**src/rtl/clkGatePkg.sv**
```systemverilog
package clkGatePkg;
  // Run strobes handed from the control to the datapath
  typedef struct packed {
    logic cpuRun;
    logic sdrRun;
    logic pciRun;
    logic pciFRun;
  } gateStrobes_t;

  localparam int SHARED_PINS = 2;
endpackage

```
**src/rtl/gateSync.sv**
```systemverilog
module gateSync #(
  parameter int WIDTH  = 1,
  parameter int STAGES = 2
) (
  input  logic             clk,
  input  logic             rstN,
  input  logic [WIDTH-1:0] din,
  output logic [WIDTH-1:0] dout
);
  logic [WIDTH-1:0] chain [STAGES];

  for (genvar s = 0; s < STAGES; s++) begin : gStage
    if (s == 0) begin : gFirst
      always_ff @(posedge clk or negedge rstN)
        if (!rstN) chain[0] <= '0;
        else       chain[0] <= din;
    end else begin : gNext
      always_ff @(posedge clk or negedge rstN)
        if (!rstN) chain[s] <= '0;
        else       chain[s] <= chain[s-1];
    end
  end

  assign dout = chain[STAGES-1];
endmodule

```
**src/rtl/gateCtrl.sv**
```systemverilog
module gateCtrl
  import clkGatePkg::*;
#(
  parameter int SYNC_STAGES    = 2,
  parameter int RESTART_CYCLES = 3,
  parameter int RELOCK_CYCLES  = 16
) (
  input  logic         clkCpu,
  input  logic         rstN,
  input  logic         modeSel,
  input  logic         pdN,
  input  logic         cpuStopN,
  input  logic         pciStopN,
  output gateStrobes_t strobes
);
  localparam int RELOCK_W  = $clog2(RELOCK_CYCLES + 1);
  localparam int RESTART_W = $clog2(RESTART_CYCLES + 1);
  localparam logic [RELOCK_W-1:0]  RELOCK_LAST  = RELOCK_W'(RELOCK_CYCLES);
  localparam logic [RESTART_W-1:0] RESTART_LAST = RESTART_W'(RESTART_CYCLES);

  logic [2:0] reqRaw, reqSync;
  logic cpuStopSync, pciStopSync, pdSync;
  logic [RELOCK_W-1:0]  relockCnt;
  logic [RESTART_W-1:0] cpuCnt;
  logic locked;

  // Requests count only in stop-input mode
  assign reqRaw = {~modeSel & ~pdN, ~modeSel & ~pciStopN, ~modeSel & ~cpuStopN};

  gateSync #(.WIDTH(3), .STAGES(SYNC_STAGES)) u_reqSync (
    .clk (clkCpu),
    .rstN(rstN),
    .din (reqRaw),
    .dout(reqSync)
  );

  assign cpuStopSync = reqSync[0];
  assign pciStopSync = reqSync[1];
  assign pdSync      = reqSync[2];
  assign locked      = (relockCnt == RELOCK_LAST);

  // Relock interval after reset or power-down
  always_ff @(posedge clkCpu or negedge rstN)
    if (!rstN)       relockCnt <= '0;
    else if (pdSync) relockCnt <= '0;
    else if (!locked) relockCnt <= relockCnt + 1'b1;

  // Processor restart latency
  always_ff @(posedge clkCpu or negedge rstN)
    if (!rstN)                         cpuCnt <= '0;
    else if (cpuStopSync || !locked)   cpuCnt <= '0;
    else if (cpuCnt != RESTART_LAST)   cpuCnt <= cpuCnt + 1'b1;

  always_comb begin
    strobes.cpuRun  = (cpuCnt == RESTART_LAST);
    strobes.sdrRun  = locked;
    strobes.pciRun  = locked & ~pciStopSync;
    strobes.pciFRun = locked;
  end

  AST_CPU_RESTART_GAP: assert property (@(posedge clkCpu) disable iff (!rstN)
    strobes.cpuRun |-> (!$past(cpuStopSync, 1) && !$past(cpuStopSync, 2) && !$past(cpuStopSync, 3)));

  AST_PD_FORCES_LOW: assert property (@(posedge clkCpu) disable iff (!rstN)
    pdSync |=> (!strobes.sdrRun && !strobes.pciFRun && !strobes.pciRun));
endmodule

```
**src/rtl/gateDatapath.sv**
```systemverilog
module gateDatapath
  import clkGatePkg::*;
#(
  parameter int N_CPU = 4,
  parameter int N_SDR = 8,
  parameter int N_PCI = 6
) (
  input  logic                         clkCpu,
  input  logic                         rstN,
  input  logic                         modeSel,
  input  gateStrobes_t                 strobes,
  input  logic [N_CPU-1:0]             cfgCpuEn,
  input  logic [N_SDR-1:0]             cfgSdrEn,
  input  logic [N_PCI-1:0]             cfgPciEn,
  input  logic                         cfgPciFEn,
  output logic [N_CPU-1:0]             cpuClk,
  output logic [N_SDR-SHARED_PINS-1:0] sdramClk,
  output logic [N_PCI-1:0]             pciClk,
  output logic                         pciClkF,
  output logic [SHARED_PINS-1:0]       shPinOut,
  output logic [SHARED_PINS-1:0]       shPinOe
);
  localparam int N_FIX = N_SDR - SHARED_PINS;

  logic [N_CPU-1:0] cpuEnQ;
  logic [N_SDR-1:0] sdrEnQ;
  logic [N_PCI-1:0] pciQ;
  logic pciDiv, pciFQ;

  // Enables move on the falling edge, while the clock is low
  always_ff @(negedge clkCpu or negedge rstN)
    if (!rstN) begin
      cpuEnQ <= '0;
      sdrEnQ <= '0;
    end else begin
      cpuEnQ <= {N_CPU{strobes.cpuRun}} & cfgCpuEn;
      sdrEnQ <= {N_SDR{strobes.sdrRun}} & cfgSdrEn;
    end

  for (genvar i = 0; i < N_CPU; i++) begin : gCpuGate
    assign cpuClk[i] = clkCpu & cpuEnQ[i];
  end

  for (genvar i = 0; i < N_FIX; i++) begin : gSdrGate
    assign sdramClk[i] = clkCpu & sdrEnQ[i];
  end

  for (genvar i = 0; i < SHARED_PINS; i++) begin : gSharedPin
    assign shPinOut[i] = modeSel & clkCpu & sdrEnQ[N_FIX+i];
    assign shPinOe[i]  = modeSel;
  end

  // Half-rate bus clocks: a pulse starts only at a divider rising edge
  always_ff @(posedge clkCpu or negedge rstN)
    if (!rstN) begin
      pciDiv <= 1'b0;
      pciQ   <= '0;
      pciFQ  <= 1'b0;
    end else begin
      pciDiv <= ~pciDiv;
      pciQ   <= pciDiv ? '0 : ({N_PCI{strobes.pciRun}} & cfgPciEn);
      pciFQ  <= ~pciDiv & strobes.pciFRun & cfgPciFEn;
    end

  assign pciClk  = pciQ;
  assign pciClkF = pciFQ;

  AST_PCI_HALF_RATE: assert property (@(posedge clkCpu) disable iff (!rstN)
    (pciFQ || (|pciQ)) |=> (!pciFQ && (pciQ == '0)));

  AST_PCI_PHASE_ALIGN: assert property (@(posedge clkCpu) disable iff (!rstN)
    (pciFQ || (|pciQ)) |-> pciDiv);
endmodule

```
**src/rtl/clkStopGate.sv**
```systemverilog
module clkStopGate
  import clkGatePkg::*;
#(
  parameter int N_CPU          = 4,
  parameter int N_SDR          = 8,
  parameter int N_PCI          = 6,
  parameter int SYNC_STAGES    = 2,
  parameter int RESTART_CYCLES = 3,
  parameter int RELOCK_CYCLES  = 16
) (
  input  logic                   clkCpu,
  input  logic                   rstN,
  input  logic                   modeSel,
  input  logic                   pdN,
  input  logic [1:0]             shPinIn,
  input  logic [N_CPU-1:0]       cfgCpuEn,
  input  logic [N_SDR-1:0]       cfgSdrEn,
  input  logic [N_PCI-1:0]       cfgPciEn,
  input  logic                   cfgPciFEn,
  output logic [N_CPU-1:0]       cpuClk,
  output logic [N_SDR-3:0]       sdramClk,
  output logic [N_PCI-1:0]       pciClk,
  output logic                   pciClkF,
  output logic [1:0]             shPinOut,
  output logic [1:0]             shPinOe
);
  gateStrobes_t strobes;

  gateCtrl #(
    .SYNC_STAGES   (SYNC_STAGES),
    .RESTART_CYCLES(RESTART_CYCLES),
    .RELOCK_CYCLES (RELOCK_CYCLES)
  ) u_ctrl (
    .clkCpu  (clkCpu),
    .rstN    (rstN),
    .modeSel (modeSel),
    .pdN     (pdN),
    .cpuStopN(shPinIn[0]),
    .pciStopN(shPinIn[1]),
    .strobes (strobes)
  );

  gateDatapath #(
    .N_CPU(N_CPU),
    .N_SDR(N_SDR),
    .N_PCI(N_PCI)
  ) u_dp (
    .clkCpu   (clkCpu),
    .rstN     (rstN),
    .modeSel  (modeSel),
    .strobes  (strobes),
    .cfgCpuEn (cfgCpuEn),
    .cfgSdrEn (cfgSdrEn),
    .cfgPciEn (cfgPciEn),
    .cfgPciFEn(cfgPciFEn),
    .cpuClk   (cpuClk),
    .sdramClk (sdramClk),
    .pciClk   (pciClk),
    .pciClkF  (pciClkF),
    .shPinOut (shPinOut),
    .shPinOe  (shPinOe)
  );

  AST_SHARED_QUIET: assert property (@(posedge clkCpu) disable iff (!rstN)
    !modeSel |-> (shPinOe == 2'b00 && shPinOut == 2'b00));
endmodule

```
**config.mk**
```make
export PLATFORM = sky130hd
export DESIGN_NAME = clkStopGate
export DESIGN_NICKNAME = d
export VERILOG_FILES = /design/src/rtl/clkGatePkg.sv /design/src/rtl/gateSync.sv /design/src/rtl/gateCtrl.sv /design/src/rtl/gateDatapath.sv /design/src/rtl/clkStopGate.sv
export SDC_FILE = /design/constraint.sdc
export NUM_CORES = 1
export LEC_CHECK = 0
export ABC_AREA = 1
export BUFFER_PORTS_ARGS = -buffer_cell sky130_fd_sc_hd__buf_4
export CAP_MARGIN = 5
export CORE_UTILIZATION = 45
export DETAILED_ROUTE_END_ITERATION = 7
export GPL_TIMING_DRIVEN = 0
export PLACE_DENSITY_LB_ADDON = 0.08
export SLEW_MARGIN = 40
export SYNTH_ARGS = -nofsm -noshare
export SYNTH_HDL_FRONTEND = slang
export SYNTH_HIERARCHICAL = 1
export SYNTH_SLANG_ARGS = --single-unit
```
**constraint.sdc**
```tcl
create_clock -name clkCpu -period 2.24 [get_ports clkCpu]
set_clock_uncertainty 0.05 [all_clocks]
set_input_delay 0.112 -clock clkCpu [delete_from_list [all_inputs] [get_ports clkCpu]]
set_output_delay 0.112 -clock clkCpu [all_outputs]
set_load 0.05 [all_outputs]
```
# Word-level counts from Yosys, hierarchy flattened
# Index checks and enable logic that the tools add are counted.
# classes
n_reduce_logical	3
bitwise_logic	28
eq_ne	4
mux	5
addsub	2
# ops
cell	n
1-bit bitwise AND	19
5-bit two-way mux	2
8-bit bitwise AND	1
6-bit bitwise AND	1
6-bit two-way mux	1
1-bit NOT	6
5-bit by 1-bit adder with 5-bit output (second input constant)	1
5-bit equality test (second input constant)	1
4-bit bitwise AND	1
2-bit two-way mux	2
2-bit inequality test (second input constant)	2
2-bit by 1-bit adder with 2-bit output (second input constant)	1
2-bit equality test (second input constant)	1
2-bit nonzero test	1
1-bit zero test	1
1-bit logical OR	1
# word_totals
out_inout_bits	21
regBits	33
word_cells	51
input_bits	25

# Depth between registers and ports, before layout
# Gate-level depths: netlist of run 1.
# logic_depth
ltp_word	4
ltp_mapped	10
depth_no_buf	8

# Hierarchy
# Netlist of run 1, hierarchy kept.
# by_module_without_submodules
mod	n_inst	area_per_inst_um2	cells_per_inst
gateDatapath	1	802.0	89
gateCtrl	1	412.9	53
gateSync	1	172.7	9

==> flow_summary.ini, run 1 <==
[cts]
clock_latency_ps = 420
cts_tree = done
path_clk_slew_ps = 100

[synth]
synth_area_um2 = 1390
syn_inst = 151
synth.distinct_cells = 18
yosysSeqAreaShare_pct = 59.5
yosys_register_bits = 33
syn_nets = 179
ys_warn_count = 6
syn_avg_cell_area_um2 = 9.19

[placement]
dp_hpwl_mm = 1.80
dp_worst_setup_slack_ps = -307
gp_congestion = 0.724
io_buffer_count = 45
place_area_um2 = 1780
placedCellCount = 227

[global_routing]
grt_max_degree = 34
grt_use_total_pct = 24.3
grt_pass1_vias = 1468
overflow = 0
antenna_found_initial = 0
grt_pass1_wl_mm = 5.35

[timing]
setup_violations = 32
hold_violations = 0
post-route-worst-setup-slack_ps = -188
max-slew-margin-rel_pct = 72.6
drv_slew = 0
max_slew.worst_pin.slew_ps = 411
rsz0062_at_grt = yes

[run_status]
status = finished, violations left
violations = design-rule violations, negative setup slack

[floorplan]
die_area_um2 = 3310
pin_count = 46
initial_core_util_pct = 49.0
rows = 19
core_um2 = 2830
die_h_um = 57.5
fp.dieW_um = 57.5

[routing]
num_vias = 1214
totalWireLength_mm = 3.28
remaining_drc_errors = 2
drtIter0Drc = 34
via_per_inst = 4.58
dr.pass1.iters = 6
antenna_left = 0
wl_per_cell_um = 12.4

[power]
power_leakage_nw = 1.33
max-vdd-ir-drop_uv = 519
fin_total_pwr_mw = 1.76
power_density_nw_per_um2 = 776

[cells_and_area]
fin_cells = 265
fin_util_pct = 80.3
diodes = 0
fill_cells = 179
area_growth_pct = 63.8
design_area_um2 = 2270
finish.net_count = 259
final_layout_size_suffix_gt1_share_pct = 52.6

[setup_path]
cp.depth = 3
crit_start = u_dp/sdrEnQ[7]$_DFF_NN0_
crit_buf_inv = 2
path_max_fanout = 1
worstReg2RegEnd = u_dp/sdrEnQ[2]$_DFF_NN0_
crit_slowest_cell = dfrtn_1
cp_cell_sequence = inv_2, nor2_4, buf_8
reg2reg_from = u_ctrl/relockCnt[0]$_DFFE_PN0P_
r2r_slack_ps = -40
cp.arrival_ps = 2270
max_stage_delay_ps = 410
reg2reg_depth = 8
startpoint_type = register
path_delay_family = flip-flops
crit_end = shPinOut[1]
crit_required_ps = 2080
path_class = reg -> out
cp-end-kind = output pin

[flow_run]
maxCapViolCount = 0

[worst_hold_path]
hold_class = in -> async
==> flip-flops by register name (all words and copies together) (netlist names) <==
signal / count
u_ctrl/cpuCnt: 2
u_ctrl/relockCnt: 5
u_ctrl/u_reqSync/chain: 3
u_ctrl/u_reqSync/dout: 3
u_dp/cpuEnQ: 4
u_dp/pciClk: 6
u_dp/pciClkF: 1
u_dp/pciDiv: 1
u_dp/sdrEnQ: 8
==> kinds of logic (layout without fill, tap and decap cells) <==
| family | after synthesis | after routing | share of synthesized area (%) |
|---|---|---|---|
| XOR/XNOR | 1 | 1 | 0.631 |
| AND/OR/NAND/NOR | 69 | 69 | 22.2 |
| AO/OA/AOI/OAI | 2 | 2 | 0.721 |
| adder cells (fa/ha/maj) | 3 | 3 | 2.71 |
| flip-flops | 33 | 33 | 59.5 |
| buffers and inverters | 43 | 126 | 14.2 |
==> timing repair <==
item / 4_1_cts / 5_1_grt
endpoints found under the hold margin: 31 / 0
buffers inserted: 4 / 2
cloned: 0 / 1
pin swaps: 11 / 10
hold buffers: 14 / 0
endpoints found under the setup margin: 32 / 32
resized for setup: 39 / 24
==> cells in the final DEF (no fill, tap or decap) <==
cell type | Yosys | final
inv_8 | 0 | 1
nand4_1 | 3 | 3
nand2_1 | 28 | 20
nor2_2 | 1 | 1
nand3b_1 | 1 | 1
a21oi_1 | 2 | 2
ha_1 | 3 | 2
xor2_1 | 1 | 1
nor2_1 | 20 | 18
dfrtn_1 | 12 | 12
inv_2 | 3 | 20
nand3_1 | 4 | 4
nor2_4 | 0 | 2
buf_4 | 7 | 45
clkinvlp_4 | 0 | 1
dlygate4sd3_1 | 0 | 14
inv_1 | 30 | 12
buf_2 | 2 | 1
buf_6 | 1 | 1
clkbuf_1 | 0 | 1
clkinv_2 | 0 | 2
buf_8 | 0 | 12
clkbuf_8 | 0 | 4
bufinv_8 | 0 | 1
nand2_4 | 0 | 5
dfrtp_1 | 21 | 21
or2_2 | 1 | 1
ha_2 | 0 | 1
inv_4 | 0 | 1
clkbuf_4 | 0 | 10
nand2_2 | 11 | 14
==> report_power, final <==
group | switching, mW | internal, mW | total [mW]
Combinational | 0.133 | 0.118 | 0.251
Sequential | 0.0378 | 0.635 | 0.673
Clock | 0.386 | 0.455 | 0.841
==> metrics by stage <==
| step | hold slack, ps | setup TNS, ps |
|---|---|---|
| after global routing | 109 | -3020 |
| after CTS | 89.4 | -1850 |
| final | 108 | -1770 |
| after floorplan | -234 | -1430 |
| after detailed placement | 23.1 | -2370 |
| after global placement | 20.2 | -2020 |
==> per-layer routing <==
layer / GRT usage, % / wire length [um]
met1: 19.2 / 1140
met2: 34.7 / 1760
met3: 15.6 / 193
met4: 32.8 / 184
met5: 0 / 0
==> synth_stat cells <==
| cell | instances | share of area (%) |
|---|---|---|
| inv_1 | 30 | 8.1 |
| nand3_1 | 4 | 1.4 |
| ha_1 | 3 | 2.7 |
| buf_4 | 7 | 3.8 |
| nand4_1 | 3 | 1.4 |
| buf_2 | 2 | 0.72 |
| nand2_2 | 11 | 5.0 |
| dfrtn_1 | 12 | 22 |
| xor2_1 | 1 | 0.63 |
| buf_6 | 1 | 0.81 |
| nor2_2 | 1 | 0.45 |
| inv_2 | 3 | 0.81 |
| nand2_1 | 28 | 7.6 |
| nand3b_1 | 1 | 0.54 |
| or2_2 | 1 | 0.45 |
| dfrtp_1 | 21 | 38 |
| nor2_1 | 20 | 5.4 |
| a21oi_1 | 2 | 0.72 |
==> worst min path at each step <==
stage / from / end / slack (ps)
final: rstN / u_ctrl/cpuCnt[0]$_DFFE_PN0P_ / 110
after global routing: rstN / u_ctrl/relockCnt[1]$_DFFE_PN0P_ / 110
after CTS: rstN / u_ctrl/cpuCnt[0]$_DFFE_PN0P_ / 90
after detailed placement: rstN / u_ctrl/cpuCnt[0]$_DFFE_PN0P_ / 20
after global placement: rstN / u_ctrl/cpuCnt[0]$_DFFE_PN0P_ / 20
after floorplan: rstN / u_ctrl/cpuCnt[0]$_DFFE_PN0P_ / -230
==> final cells by class <==
| type | count | area [um2] | area share, % |
|---|---|---|---|
| clock buffer | 27 | 314 | 13.8 |
| sequential | 33 | 826 | 36.3 |
| timing repair inverter | 1 | 6.26 | 0.275 |
| inverter | 23 | 93.8 | 4.13 |
| tap | 31 | 38.8 | 1.71 |
| buffer | 8 | 61.3 | 2.70 |
| multi-input combinational | 75 | 427 | 18.8 |
| timing repair buffer | 53 | 433 | 19.1 |
| clock inverter | 14 | 72.6 | 3.19 |
Note: power is estimated with default switching activity, not from simulation.
==> run 2: changes to the inputs <==
Settings changed: BUFFER_PORTS_ARGS -buffer_cell sky130_fd_sc_hd__buf_4 to -buffer_cell sky130_fd_sc_hd__buf_2.
==> flow_summary.ini, run 2 (same netlist as run 1, synthesis figures left out) <==
[placement]
io_buffer_count = 45
placedCellCount = 227
gp_congestion = 0.716
place_area_um2 = 1670
dp_hpwl_mm = 1.73

[setup_path]
crit_required_ps = 2080
path_max_fanout = 1
cp-end-kind = output pin
crit_start = u_dp/sdrEnQ[7]$_DFF_NN0_
reg2reg_from = u_ctrl/relockCnt[0]$_DFFE_PN0P_
cp.arrival_ps = 2250
startpoint_type = register
path_class = reg -> out

[routing]
wl_per_cell_um = 12.0
drtIter0Drc = 39
remaining_drc_errors = 2
num_vias = 1229
via_per_inst = 4.57
antenna_left = 0
totalWireLength_mm = 3.22
dr.pass1.iters = 7

[global_routing]
overflow = 0
antenna_found_initial = 0
grt_pass1_vias = 1404
grt_use_total_pct = 22.2
grt_pass1_wl_mm = 4.98
grt_max_degree = 34

[floorplan]
fp.dieW_um = 57.5
die_area_um2 = 3310
rows = 19
core_um2 = 2830
initial_core_util_pct = 49.0
die_h_um = 57.5
pin_count = 46

[cells_and_area]
largest_reg_flops = 8
seqCellArea_um2 = 826
fill_cells = 198
layout_common_cells = 34 x buf_2, 21 x dfrtp_1, 20 x nand2_1
regMostFlops = u_dp/sdrEnQ
design_area_um2 = 2190
diodes = 0
finish.net_count = 263
fin_cells = 269
final_layout_size_suffix_gt1_share_pct = 52.9
multi_input_area_um2 = 417
area_growth_pct = 57.8
fin_util_pct = 77.4
final_common_cell = buf_2

[cts]
cts_tree = done
clock_latency_ps = 440
path_clk_slew_ps = 100

[power]
max-vdd-ir-drop_uv = 531
fin_total_pwr_mw = 1.73
power_density_nw_per_um2 = 791
power_leakage_nw = 1.31

[run_status]
status = finished, violations left
violations = design-rule violations, negative setup slack

[timing]
setup_violations = 32
rsz0062_at_grt = yes
hold_violations = 0
final.setup.tns_ps = -1740
max-slew-margin-rel_pct = 52.5
max_slew.worst_pin.slew_ps = 712
post-route-worst-setup-slack_ps = -177
drv_slew = 0

[flow_run]
maxCapViolCount = 0

[worst_hold_path]
hold_class = in -> async
## run 2: per-stage QoR
stage	hold WS (ps)	setup WS, ps
finish	203	-177
global route	248	-247
CTS	205	-211
detailed placement	154	-328
global placement	147	-263
floorplan	-234	-179
## run 2: routing by layer
layer | wire (um) | vias up | GRT usage [%]
met3 | 199 | 16 | 13.6
met2 | 1750 | 45 | 32.4
met1 | 1160 | 572 | 18.5
met5 | 0 | - | 0
met4 | 112 | 0 | 27.9
li1 | - | 596 | -
## run 2: what timing repair did
action                                  in CTS  in global routing
hold endpoints to repair                    31                  0
hold buffers                                14                  0
gates resized for setup                     50                 17
setup buffers                                5                  5
endpoints found under the setup margin      32                 32
cloned                                       0                  1
pin swaps                                   12                  7
## run 2: final timing paths
check / end / slack [ps] / cells past startpoint
setup / recovery: shPinOut[1] / -180 / 3
hold / removal: u_ctrl/u_reqSync/dout[1]$_DFF_PN0_ / 200 / 2
setup reg to reg: u_dp/sdrEnQ[7]$_DFF_NN0_ / -20 / 8
hold reg to reg: u_ctrl/u_reqSync/dout[1]$_DFF_PN0_ / 310 / 0
max in group asynchronous: u_dp/sdrEnQ[6]$_DFF_NN0_ / 450 / 2
min in group clkCpu: u_ctrl/u_reqSync/dout[1]$_DFF_PN0_ / 310 / 0
## run 2: worst max-delay path, cell delays in order, from the launching register on
cell and delay, ps:
dfrtn_1 410, inv_2 40, nor2_2 80, buf_6 160
## run 2: cell type report
class                   count  share of cell area [%]
clock inverters            14                    3.31
clock buffers              27                    13.4
repair inverters            1                   0.286
inverters                  23                    4.29
plain buffers               8                    2.80
multi-input cells          75                    19.0
flip-flops and latches     33                    37.7
well taps                  31                    1.77
repair buffers             57                    17.4
## run 2: power by group
part	internal (mW)	switching, mW	leakage [nW]
clock network	0.427	0.375	0.274
logic	0.122	0.138	0.591
registers	0.635	0.0359	0.445
total	1.18	0.549	1.31
